**config.mk**
```make
export PLATFORM = sky130hd
export DESIGN_NAME = lcb_cfg_bank
export DESIGN_NICKNAME = d
export VERILOG_FILES = /design/src/rtl/lcb_pkg.sv /design/src/rtl/lcb_shadow_reg.sv /design/src/rtl/lcb_ctrl_regs.sv /design/src/rtl/lcb_hpd_pm.sv /design/src/rtl/lcb_cfg_bank.sv
export SDC_FILE = /design/constraint.sdc
export NUM_CORES = 1
export LEC_CHECK = 0
export BUFFER_PORTS_ARGS = -buffer_cell sky130_fd_sc_hd__buf_2
export CORE_UTILIZATION = 43
export CTS_CLUSTER_DIAMETER = 80
export CTS_CLUSTER_SIZE = 28
export DETAILED_ROUTE_END_ITERATION = 10
export PLACE_DENSITY = 0.76
export SLEW_MARGIN = 10
export SYNTH_ARGS = -nofsm -noshare
export SYNTH_HDL_FRONTEND = slang
export SYNTH_SLANG_ARGS = --single-unit
export TNS_END_PERCENT = 50
```
**constraint.sdc**
```tcl
create_clock -name clk -period 1.7 [get_ports clk]
set_input_delay 0.255 -clock clk [delete_from_list [all_inputs] [get_ports clk]]
set_output_delay 0.255 -clock clk [all_outputs]
set_load 0.01 [all_outputs]
```
**src/rtl/lcb_pkg.sv**
```systemverilog
// Package: shared field layout and defaults for the link conditioner bank.
// Assumes 8-bit registers; the bit positions are fixed by the register view.
package lcb_pkg;

    typedef struct packed {
        logic       swap;
        logic       pol;
        logic       pd;
        logic       apd_dis;
        logic [1:0] rate;
    } link_ctl_t;

    typedef struct packed {
        logic       app;
        logic       gate;
        logic       adapt;
        logic       eq;
        logic [1:0] fmode;
    } mode_ctl_t;

    localparam logic [1:0] RATE_TOP     = 2'b11;
    localparam link_ctl_t  LINK_DEFAULT = '{swap: 1'b0, pol: 1'b0, pd: 1'b0,
                                            apd_dis: 1'b0, rate: 2'b10};
    localparam mode_ctl_t  MODE_DEFAULT = '{app: 1'b0, gate: 1'b0, adapt: 1'b1,
                                            eq: 1'b1, fmode: 2'b01};
    localparam int         APPLY_BIT    = 2;

endpackage

```
**src/rtl/lcb_shadow_reg.sv**
```systemverilog
// Module: generic shadow register. It loads d whenever load is high and
// otherwise holds q. Assumes a synchronous active-low reset to RST_VAL.
module lcb_shadow_reg #(
    parameter int             W       = 2,
    parameter logic [W-1:0]   RST_VAL = '0
) (
    input  logic         clk,
    input  logic         rst_n,
    input  logic         load,
    input  logic [W-1:0] d,
    output logic [W-1:0] q
);

    // Per-bit hold/load registers, generated so each bit is explicit.
    for (genvar b = 0; b < W; b++) begin : g_bit
        // Load one bit of the shadow on request.
        always_ff @(posedge clk) begin
            if (!rst_n)    q[b] <= RST_VAL[b];
            else if (load) q[b] <= d[b];
        end
    end

endmodule

```
**src/rtl/lcb_ctrl_regs.sv**
```systemverilog
// Module: staged register storage for the link and mode bytes.
// It decodes writes, applies the strap lock and the rate guard, and
// provides the read view. Assumes that writes last one cycle and that
// reads are combinational on acc_addr.
module lcb_ctrl_regs
    import lcb_pkg::*;
#(
    parameter int                ADDR_W    = 8,
    parameter int                DATA_W    = 8,
    parameter logic [ADDR_W-1:0] ADDR_LINK = 8'h09,
    parameter logic [ADDR_W-1:0] ADDR_MODE = 8'h0A
) (
    input  logic              clk,
    input  logic              rst_n,
    input  logic              wr_en,
    input  logic [ADDR_W-1:0] acc_addr,
    input  logic [DATA_W-1:0] wr_data,
    input  logic              strap_bus_en,
    input  logic              strap_swap_pol,
    output link_ctl_t         link_q,
    output mode_ctl_t         mode_q,
    output logic              nxt_pd,
    output logic [1:0]        nxt_eq_pair,
    output logic [1:0]        nxt_fmode,
    output logic              apply_stb,
    output logic [DATA_W-1:0] rd_data
);

    localparam int HALF = DATA_W / 2;

    link_ctl_t link_d;
    mode_ctl_t mode_d;
    logic      wr_link;
    logic      wr_mode;
    logic      rate_ok;

    assign wr_link = wr_en && (acc_addr == ADDR_LINK);
    assign wr_mode = wr_en && (acc_addr == ADDR_MODE);
    // Rate code 11 needs the override bit already stored.
    assign rate_ok = (wr_data[1:0] != RATE_TOP) || link_q.apd_dis;

    // Next value of the link byte: write decode, rate guard, strap lock.
    always_comb begin
        link_d = link_q;
        if (wr_link) begin
            link_d.pd      = wr_data[3];
            link_d.apd_dis = wr_data[2];
            if (rate_ok) link_d.rate = wr_data[1:0];
            if (strap_bus_en) begin
                link_d.swap = wr_data[DATA_W-1];
                link_d.pol  = wr_data[DATA_W-2];
            end
        end
        if (!strap_bus_en) begin
            link_d.swap = strap_swap_pol;
            link_d.pol  = strap_swap_pol;
        end
    end

    // Next value of the mode byte; adaptive EQ is strap-locked.
    always_comb begin
        mode_d = mode_q;
        if (wr_mode) begin
            mode_d.app   = wr_data[DATA_W-1];
            mode_d.gate  = wr_data[DATA_W-2];
            mode_d.eq    = wr_data[HALF];
            mode_d.fmode = wr_data[1:0];
            if (strap_bus_en) mode_d.adapt = wr_data[HALF+1];
        end
    end

    // Storage for both staged bytes.
    always_ff @(posedge clk) begin
        if (!rst_n) begin
            link_q <= LINK_DEFAULT;
            mode_q <= MODE_DEFAULT;
        end else begin
            link_q <= link_d;
            mode_q <= mode_d;
        end
    end

    assign apply_stb   = wr_mode && wr_data[APPLY_BIT];
    assign nxt_pd      = link_d.pd;
    assign nxt_eq_pair = {mode_d.adapt, mode_d.eq};
    assign nxt_fmode   = mode_d.fmode;

    // Read view; reserved and apply positions read as zero.
    always_comb begin
        rd_data = '0;
        if (acc_addr == ADDR_LINK)
            rd_data = {link_q.swap, link_q.pol, 2'b00, link_q.pd,
                       link_q.apd_dis, link_q.rate};
        else if (acc_addr == ADDR_MODE)
            rd_data = {mode_q.app, mode_q.gate, mode_q.adapt, mode_q.eq,
                       2'b00, mode_q.fmode};
    end

endmodule

```
**src/rtl/lcb_hpd_pm.sv**
```systemverilog
// Module: hot-plug and power-state logic. It gates hot-plug toward the
// source, forms the power-down state and the idle condition, and flags the
// edges at which the active function mode may reload. Assumes hp_sink is
// already synchronous to clk.
module lcb_hpd_pm (
    input  logic clk,
    input  logic rst_n,
    input  logic hp_sink,
    input  logic link_oe,
    input  logic pd_q,
    input  logic pd_d,
    input  logic apd_dis,
    input  logic gate,
    output logic hp_source,
    output logic pwr_down,
    output logic idle,
    output logic mode_load
);

    logic hp_prev;

    // Remember hp_sink from the last edge for toggle detection.
    always_ff @(posedge clk) begin
        if (!rst_n) hp_prev <= 1'b0;
        else        hp_prev <= hp_sink;
    end

    assign hp_source = hp_sink && !gate;
    assign pwr_down  = pd_q || (!hp_sink && !apd_dis);
    assign idle      = !link_oe || !hp_sink || pd_q;
    assign mode_load = (hp_sink != hp_prev) || (pd_d != pd_q);

endmodule

```
**src/rtl/lcb_cfg_bank.sv**
```systemverilog
// Module: top of the link conditioner control bank. It joins the staged
// registers, the equalizer and function-mode shadows, and the hot-plug and
// power logic. Assumes single-cycle writes and synchronous active-low reset.
module lcb_cfg_bank
    import lcb_pkg::*;
#(
    parameter int                ADDR_W    = 8,
    parameter int                DATA_W    = 8,
    parameter logic [ADDR_W-1:0] ADDR_LINK = 8'h09,
    parameter logic [ADDR_W-1:0] ADDR_MODE = 8'h0A
) (
    input  logic              clk,
    input  logic              rst_n,
    input  logic              wr_en,
    input  logic [ADDR_W-1:0] acc_addr,
    input  logic [DATA_W-1:0] wr_data,
    output logic [DATA_W-1:0] rd_data,
    input  logic              strap_bus_en,
    input  logic              strap_swap_pol,
    input  logic              link_oe,
    input  logic              hp_sink,
    output logic              hp_source,
    output logic              pwr_down,
    output logic              lane_swap,
    output logic              lane_pol,
    output logic [1:0]        bus_rate,
    output logic              app_mode,
    output logic              act_eq_en,
    output logic              act_eq_adapt,
    output logic [1:0]        act_func_mode
);

    link_ctl_t  link_q;
    mode_ctl_t  mode_q;
    logic       nxt_pd;
    logic [1:0] nxt_eq_pair;
    logic [1:0] nxt_fmode;
    logic       apply_stb;
    logic       idle;
    logic       mode_load;
    logic       pd_q;
    logic       apd_dis_q;
    logic [1:0] eq_pair_q;

    lcb_ctrl_regs #(
        .ADDR_W(ADDR_W), .DATA_W(DATA_W),
        .ADDR_LINK(ADDR_LINK), .ADDR_MODE(ADDR_MODE)
    ) u_regs (
        .clk(clk), .rst_n(rst_n), .wr_en(wr_en), .acc_addr(acc_addr),
        .wr_data(wr_data), .strap_bus_en(strap_bus_en),
        .strap_swap_pol(strap_swap_pol), .link_q(link_q), .mode_q(mode_q),
        .nxt_pd(nxt_pd), .nxt_eq_pair(nxt_eq_pair), .nxt_fmode(nxt_fmode),
        .apply_stb(apply_stb), .rd_data(rd_data)
    );

    assign pd_q      = link_q.pd;
    assign apd_dis_q = link_q.apd_dis;

    lcb_hpd_pm u_hpd (
        .clk(clk), .rst_n(rst_n), .hp_sink(hp_sink), .link_oe(link_oe),
        .pd_q(pd_q), .pd_d(nxt_pd), .apd_dis(apd_dis_q), .gate(mode_q.gate),
        .hp_source(hp_source), .pwr_down(pwr_down), .idle(idle),
        .mode_load(mode_load)
    );

    lcb_shadow_reg #(.W(2), .RST_VAL({MODE_DEFAULT.adapt, MODE_DEFAULT.eq})) u_eq_shadow (
        .clk(clk), .rst_n(rst_n), .load(idle || apply_stb),
        .d(nxt_eq_pair), .q(eq_pair_q)
    );

    lcb_shadow_reg #(.W(2), .RST_VAL(MODE_DEFAULT.fmode)) u_mode_shadow (
        .clk(clk), .rst_n(rst_n), .load(mode_load),
        .d(nxt_fmode), .q(act_func_mode)
    );

    assign act_eq_adapt = eq_pair_q[1];
    assign act_eq_en    = eq_pair_q[0];
    assign lane_swap    = link_q.swap;
    assign lane_pol     = link_q.pol;
    assign bus_rate     = link_q.rate;
    assign app_mode     = mode_q.app;

endmodule

```
After elaboration in Yosys (flattened, before gate mapping)
Index checks and enable logic that the tools add are counted.

Register bits: 17. Word-level logic and storage cells: 45. Input port bits: 23. Output and inout bits: 19.

Reductions and logical operators: 16. Muxes and demuxes: 8. Equality and inequality tests: 6.

Operator list (number): $eq A8 B4 Y1 const B (2); $mux W8 (2); $logic_or A1 B1 Y1 (6); $mux W2 (3); $mux W6 (1); $logic_and A1 B1 Y1 (5); $logic_not A1 Y1 (4); $mux W4 (1); $ne A1 B1 Y1 (2); $ne A2 B1 Y1 const B (1); $ne A2 B2 Y1 const B (1); $reduce_and A2 Y1 (1); $mux W1 (1).

Longest topological paths before layout
Gate-level depths: netlist (run 1).

Word-level depth: 6. Depth in mapped cells: 4. Gate-level depth less buffers: 4.

By module
A second synthesis (run 1) with hierarchy kept.

Cells, all modules: 107. Area, all modules: 967.2 um^2.

Modules (own cells, without submodules): lcb_ctrl_regs (cells each 86, times used 1, area each 753.2 um^2, sequential area each 240.2 um^2); lcb_hpd_pm (cells each 8, times used 1, area each 70.1 um^2, sequential area each 20.0 um^2); lcb_shadow_reg (u_mode_shadow) (cells each 6, times used 1, area each 70.1 um^2, sequential area each 40.0 um^2); lcb_shadow_reg (u_eq_shadow) (cells each 6, times used 1, area each 67.6 um^2, sequential area each 40.0 um^2); lcb_cfg_bank (cells each 1, times used 1, area each 6.3 um^2, sequential area each 0.0 um^2).

Worst setup path after synthesis (run 1)
Ideal clock, no wire load.

Path type: in2out. Start: in acc_addr[5]. End: out rd_data[0]. Path buffers: 0. Arrival time: 1.342 ns. Data required time: 1.445 ns. Path slack: 0.103 ns. Stages: 3. Cell sequence: or4_2 nor2_1 a22o_1.

Word-level cells in the longest chain between the ends: 3. Elaborated cells on any way between the ends: 4. Classes of those cells: eq/ne: 2; mux: 2.

Ends and longest elaborated chain: start, declared (RTL line lcb_cfg_bank.sv:15) `input logic [ADDR_W-1:0] acc_addr,`; $eq A8 B4 Y1 (RTL line lcb_ctrl_regs.sv:94) `else if (acc_addr == ADDR_MODE)`; $mux W8 (RTL line lcb_ctrl_regs.sv:94); $mux W8 (*) (RTL line lcb_ctrl_regs.sv:91) `if (acc_addr == ADDR_LINK)`; end, declared (RTL line lcb_cfg_bank.sv:17) `output logic [DATA_W-1:0] rd_data,`.

Mark *: on every way between the ends. The rest lies on a longest branch, timed or not.

Final worst setup path (run 1)
Start: in acc_addr[1]. End: out rd_data[6].

The elaborated chain is that of the path after synthesis.

==> flow_summary.json, run 1 <==
{
  "outcome": "finished clean",
  "power.share.clock": 0.299,
  "hold_path_class": "in -> reg",
  "drive_gt1_frac": 0.458,
  "layout_min_cycle_time_ns": 1.63,
  "whs_ns": 0.176,
  "cts_resized": 3,
  "clk_path_buf_depth": 2,
  "core-area_um2": 1760,
  "ys_seq_elements": 17,
  "seqPwrFrac": 0.569,
  "critical_path_class": "in -> out",
  "max-slew-margin-rel": 0.818,
  "drtIter0Drc": 6,
  "setup_viol": 0,
  "io_buffers": 41,
  "cts-hold-fix-buffers": 0,
  "switching_share": 0.247,
  "multi_input_area_um2": 479,
  "clk_pin_slew_ns": 0.10,
  "cp_max_fo": 4,
  "worst_slew_pin_slew_ns": 0.271,
  "leakage_nw": 0.584,
  "viasPerCell": 5.39,
  "ys_warn_count": 0,
  "die_x_um": 45.8,
  "fill_cells": 171,
  "hold_violations": 0,
  "cts_tree": "yes",
  "dp_cells": 152,
  "wl_met2_um": 1070,
  "cts_root_buf": "clkbuf_4",
  "yosys.area.top_type": "dfxtp_1",
  "final_nets": 155,
  "overflow": 0,
  "dr_wl_met3_um": 131,
  "ant_nets": 0,
  "peakVddDrop_mv": 0.586,
  "period_share": 0.961,
  "synth.distinct_cells": 29,
  "antenna_found_initial": 0,
  "fmax_mhz": 612,
  "p_switching_uw": 177,
  "die_h_um": 45.8,
  "htree_num_levels": 1,
  "grt_pass1_vias": 836,
  "synth_most_common_cell": "dfxtp_1",
  "wl_per_cell_um": 13.6,
  "gp_congestion": 0.768,
  "grt_max_degree": 15,
  "synth_nets": 107,
  "diodes": 0,
  "gr-usage-all-layers": 0.224,
  "async_flop_share": 0,
  "io_pins": 42,
  "drc_errors": 0,
  "start_kind": "primary input",
  "regArea_um2": 340,
  "ys.flop_type": "dfxtp_1",
  "synth_edf_count": 0,
  "fin_cells": 156,
  "seq_area_frac_synth": 0.413,
  "end_kind": "output pin",
  "dieArea_um2": 2100,
  "num_vias": 841,
  "synth.cell_area_um2": 825,
  "drt-met1-wl_um": 901,
  "pwr_density_cell_nw_per_um2": 642,
  "p_comb_frac": 0.131,
  "drt_first_pass_iters": 4,
  "syn-mean-instance-area_um2": 9.82,
  "worstPathArrival_ns": 1.38,
  "synth_common_cells": "dfxtp_1 (17), mux2i_1 (10), nor2_1 (8)",
  "area_growth_pct": 35.8,
  "maxCapViolCount": 0,
  "synth_area_leaders": "dfxtp_1 (41%), mux2i_1 (12%), a22o_1 (4.2%), nor2_1 (3.6%), and3_2 (2.7%)",
  "post_cts_buffers": 0,
  "rsz0062_at_grt": "false",
  "syn_inst": 84,
  "p_int_uw": 541,
  "row_count": 15,
  "clock_latency_ns": 0.29,
  "final.setup_skew_ns": 0.00433,
  "cts_buffers": 3,
  "critical_path_required_ns": 1.44,
  "wirelength_um": 2110,
  "initial_core_util": 0.467,
  "hpwl_um": 1680,
  "grt_pass1_wl_um": 3360,
  "yosysTopAreaCellShare": 0.413,
  "slew_violations": 0,
  "highest_layer": "met4",
  "cts.sinks": 17
}
==> state kept, by name, indices dropped and copies added, names as in the netlist <==
| signal | count |
|---|---|
| u_eq_shadow.q | 2 |
| u_mode_shadow.q | 2 |
| u_regs.link_q | 6 |
| u_hpd.hp_prev | 1 |
| u_regs.mode_q | 6 |
==> kinds of logic after synthesis <==
family / synth area share
simple gates: 0.272
compound gates: 0.155
xor+xnor: 0.0212
buf+inv: 0.0182
flops: 0.413
mux: 0.121
==> worst max-delay path, stage by stage <==
cell     delay (ns)
buf_2          0.11
or4bb_1        0.57
nor2_4         0.17
a22o_1         0.15
buf_2          0.13
==> layout by cell type (no fill, tap or decap), types with 2 or more instances in the layout <==
cell type	n
and3_2	3
and4b_1	2
inv_1	2
mux2i_1	10
nor2_1	7
buf_2	41
nand3_2	2
xor2_1	2
o21ai_0	3
clkbuf_4	3
nand4_1	2
a31oi_1	3
nor3_1	2
a21oi_1	4
dfxtp_1	17
buf_4	4
nand2_1	6
a22o_1	4
==> per-stage QoR <==
stage | cell area (µm²) | total power, mW | setup slack (ns) | util | TNS (ns)
floorplan | 825 | 0.455 | 0.103 | - | 0
global placement | 1080 | 0.507 | -0.126 | 0.614 | -0.497
detailed placement | 1080 | 0.511 | -0.157 | 0.614 | -0.582
CTS | 1120 | 0.727 | 0.0637 | 0.635 | 0
global route | 1120 | 0.753 | 0.0182 | 0.635 | 0
finish | 1120 | 0.718 | 0.0661 | 0.635 | 0
==> power by group through the flow <==
stage / Clock [mW] / Sequential, mW / Combinational (mW)
floorplan: 0 / 0.420 / 0.0347
global placement: 0 / 0.418 / 0.0894
global route: 0.239 / 0.410 / 0.104
detailed placement: 0 / 0.418 / 0.0930
CTS: 0.224 / 0.409 / 0.0947
finish: 0.215 / 0.409 / 0.0943
==> final timing paths <==
path,from,endpoint,slack [ns],cells after the start
max,acc_addr[1],rd_data[6],0.07,5
min,strap_bus_en,u_regs.link_q[5],0.18,2
max reg2reg,u_regs.link_q[3],u_mode_shadow.q[0],0.58,4
min reg2reg,u_regs.mode_q[3],u_regs.mode_q[3],0.50,2
==> layout make-up <==
class	count	share of cell area
multi-input cells	63	0.428
clock buffers	4	0.0235
inverters	2	0.00670
flip-flops and latches	17	0.304
well taps	25	0.0279
repair buffers	45	0.210
==> per-layer routing <==
layer  track usage  up-vias
met4        0.0588        0
li1              -      413
met3        0.0754        2
met1         0.249      397
met5             0        -
met2         0.406       29
(Power assumes the default switching activity.)
==> run 2, diff against run 1 <==
--- a/config.mk
+++ b/config.mk
@@ -5,7 +5,7 @@
 export SDC_FILE = /design/constraint.sdc
 export NUM_CORES = 1
 export LEC_CHECK = 0
-export BUFFER_PORTS_ARGS = -buffer_cell sky130_fd_sc_hd__buf_2
+export BUFFER_PORTS_ARGS = -buffer_cell sky130_fd_sc_hd__buf_4
 export CORE_UTILIZATION = 43
 export CTS_CLUSTER_DIAMETER = 80
 export CTS_CLUSTER_SIZE = 28
==> run 2 against run 1 <==
Global-route usage decreased by 0.21 points. Combinational power increased by 23%. Worst hold slack got worse by 0.018 ns. Highest routed layer unchanged. Critical path depth unchanged. Critical path type unchanged.
==> flow_summary.json, run 2 (synthesis gave the netlist of run 1 again) <==
{
  "layout_min_cycle_time_ns": 1.67,
  "period_share": 0.982,
  "worstPathArrival_ns": 1.42,
  "rsz0062_at_grt": "false",
  "gr-usage-all-layers": 0.222,
  "critical_path_required_ns": 1.44,
  "area_growth_pct": 50.2,
  "clk_pin_slew_ns": 0.10,
  "clock_latency_ns": 0.29,
  "fmax_mhz": 599,
  "largestRegisters": "u_regs.link_q x6, u_regs.mode_q x6",
  "num_vias": 833,
  "gp_congestion": 0.757,
  "dieArea_um2": 2100,
  "row_count": 15,
  "viasPerCell": 5.27,
  "pwr_density_cell_nw_per_um2": 596,
  "start_kind": "primary input",
  "final_cell_mix": "buf_4 (47), dfxtp_1 (17), mux2i_1 (10)",
  "antenna_found_initial": 0,
  "diodes": 0,
  "hold_violations": 0,
  "cts_root_buf": "clkbuf_4",
  "drc_errors": 0,
  "maxCapViolCount": 0,
  "hold_end": "u_regs.link_q[5]",
  "grt_max_degree": 15,
  "initial_core_util": 0.467,
  "hp-start": "strap_bus_en",
  "setup_viol": 0,
  "die_h_um": 45.8,
  "wl_per_cell_um": 13.9,
  "htree_num_levels": 1,
  "placed_area_um2": 1190,
  "fin_area_um2": 1240,
  "cts-hold-fix-buffers": 0,
  "cp_max_fo": 4,
  "final_common_cell": "buf_4",
  "critical_path_class": "in -> out",
  "die_x_um": 45.8,
  "clk_path_buf_depth": 2,
  "whs_path_depth": 2,
  "final.setup_skew_ns": 0.00679,
  "grt_pass1_wl_um": 3260,
  "cts.sinks": 17,
  "layout_setup_ws_ns": 0.0298,
  "post-place-ws_ns": -0.203,
  "cts_buffers": 3,
  "wirelength_um": 2190,
  "ant_nets": 0,
  "hold_path_class": "in -> reg",
  "overflow": 0,
  "io_buffers": 41,
  "drive_gt1_frac": 0.474,
  "core-area_um2": 1760,
  "timing.rr.end": "u_mode_shadow.q[1]",
  "postLayoutCoreUtil": 0.702,
  "grt_pass1_vias": 798,
  "fill_cells": 167,
  "final_nets": 157,
  "peakVddDrop_mv": 0.612,
  "reg2reg_from": "u_regs.link_q[3]",
  "worst_slew_pin_slew_ns": 0.285,
  "outcome": "finished clean",
  "leakage_nw": 0.625,
  "cts_tree": "yes",
  "slew_violations": 0,
  "io_pins": 42,
  "max-slew-margin-rel": 0.809,
  "drtIter0Drc": 17,
  "drt_first_pass_iters": 4,
  "end_kind": "output pin",
  "hpwl_um": 1770,
  "r2r_cells": 4,
  "rrSetupSlack_ns": 0.58
}
[run 2: cell types whose count changed in the layout (fill, tap and decap cells not counted), sizes merged]
cell,change
clkbuf,-1
buf,+2
clkinv,+1
[run 2: what timing repair did]
action | 4_1_cts | 5_1_grt
pin swaps | 1 | 1
setup buffers | 0 | 1
setup endpoints to repair | 4 | 7
gates resized for setup | 3 | 0
[run 2: cell type report]
| cell class | instances | area (µm²) | area share |
|---|---|---|---|
| Sequential cell | 17 | 340 | 0.275 |
| Tap cell | 25 | 31.3 | 0.0253 |
| Clock buffer | 3 | 22.5 | 0.0182 |
| Timing Repair Buffer | 47 | 353 | 0.285 |
| Inverter | 2 | 7.51 | 0.00606 |
| Multi-Input combinational cell | 63 | 479 | 0.387 |
| Clock inverter | 1 | 5.00 | 0.00404 |
[run 2: layer usage]
layer  global-route usage  wire length (µm)  vias up
li1                     -                 -      419
met1                0.248               935      374
met2                0.406              1110       38
met3               0.0476               134        2
met4               0.0882                12        0
met5                    0                 0        -
[run 2: how the worst max path moves through the flow]
stage                 from    endpoint  cells after the start
2_1_floorplan  acc_addr[5]  rd_data[0]                      3
3_3_place_gp   acc_addr[5]  rd_data[6]                      5
3_5_place_dp   acc_addr[5]  rd_data[6]                      5
4_1_cts        acc_addr[5]  rd_data[6]                      6
5_1_grt        acc_addr[1]  rd_data[7]                      5
6_report       acc_addr[1]  rd_data[6]                      5
[run 2: critical path: stages]
cell,delay (ns)
buf_4,0.11
or4bb_1,0.58
nor2_4,0.18
a22o_1,0.16
buf_4,0.12
[run 2: where the power goes]
| part | internal (mW) | leakage (nW) | switching (mW) |
|---|---|---|---|
| sequential | 0.405 | 0.138 | 0.00457 |
| clock | 0.0874 | 0.0177 | 0.125 |
| combinational | 0.0654 | 0.469 | 0.0505 |
[run 2: metrics by stage]
step | std cells | power, mW | TNS (ns) | hold WS [ns]
2_1_floorplan | 84 | 0.455 | 0 | 0.347
3_3_place_gp | 153 | 0.529 | -0.522 | 0.465
3_5_place_dp | 153 | 0.531 | -0.789 | 0.468
4_1_cts | 157 | 0.745 | 0 | 0.155
5_1_grt | 158 | 0.774 | 0 | 0.147
6_report | 158 | 0.738 | 0 | 0.158
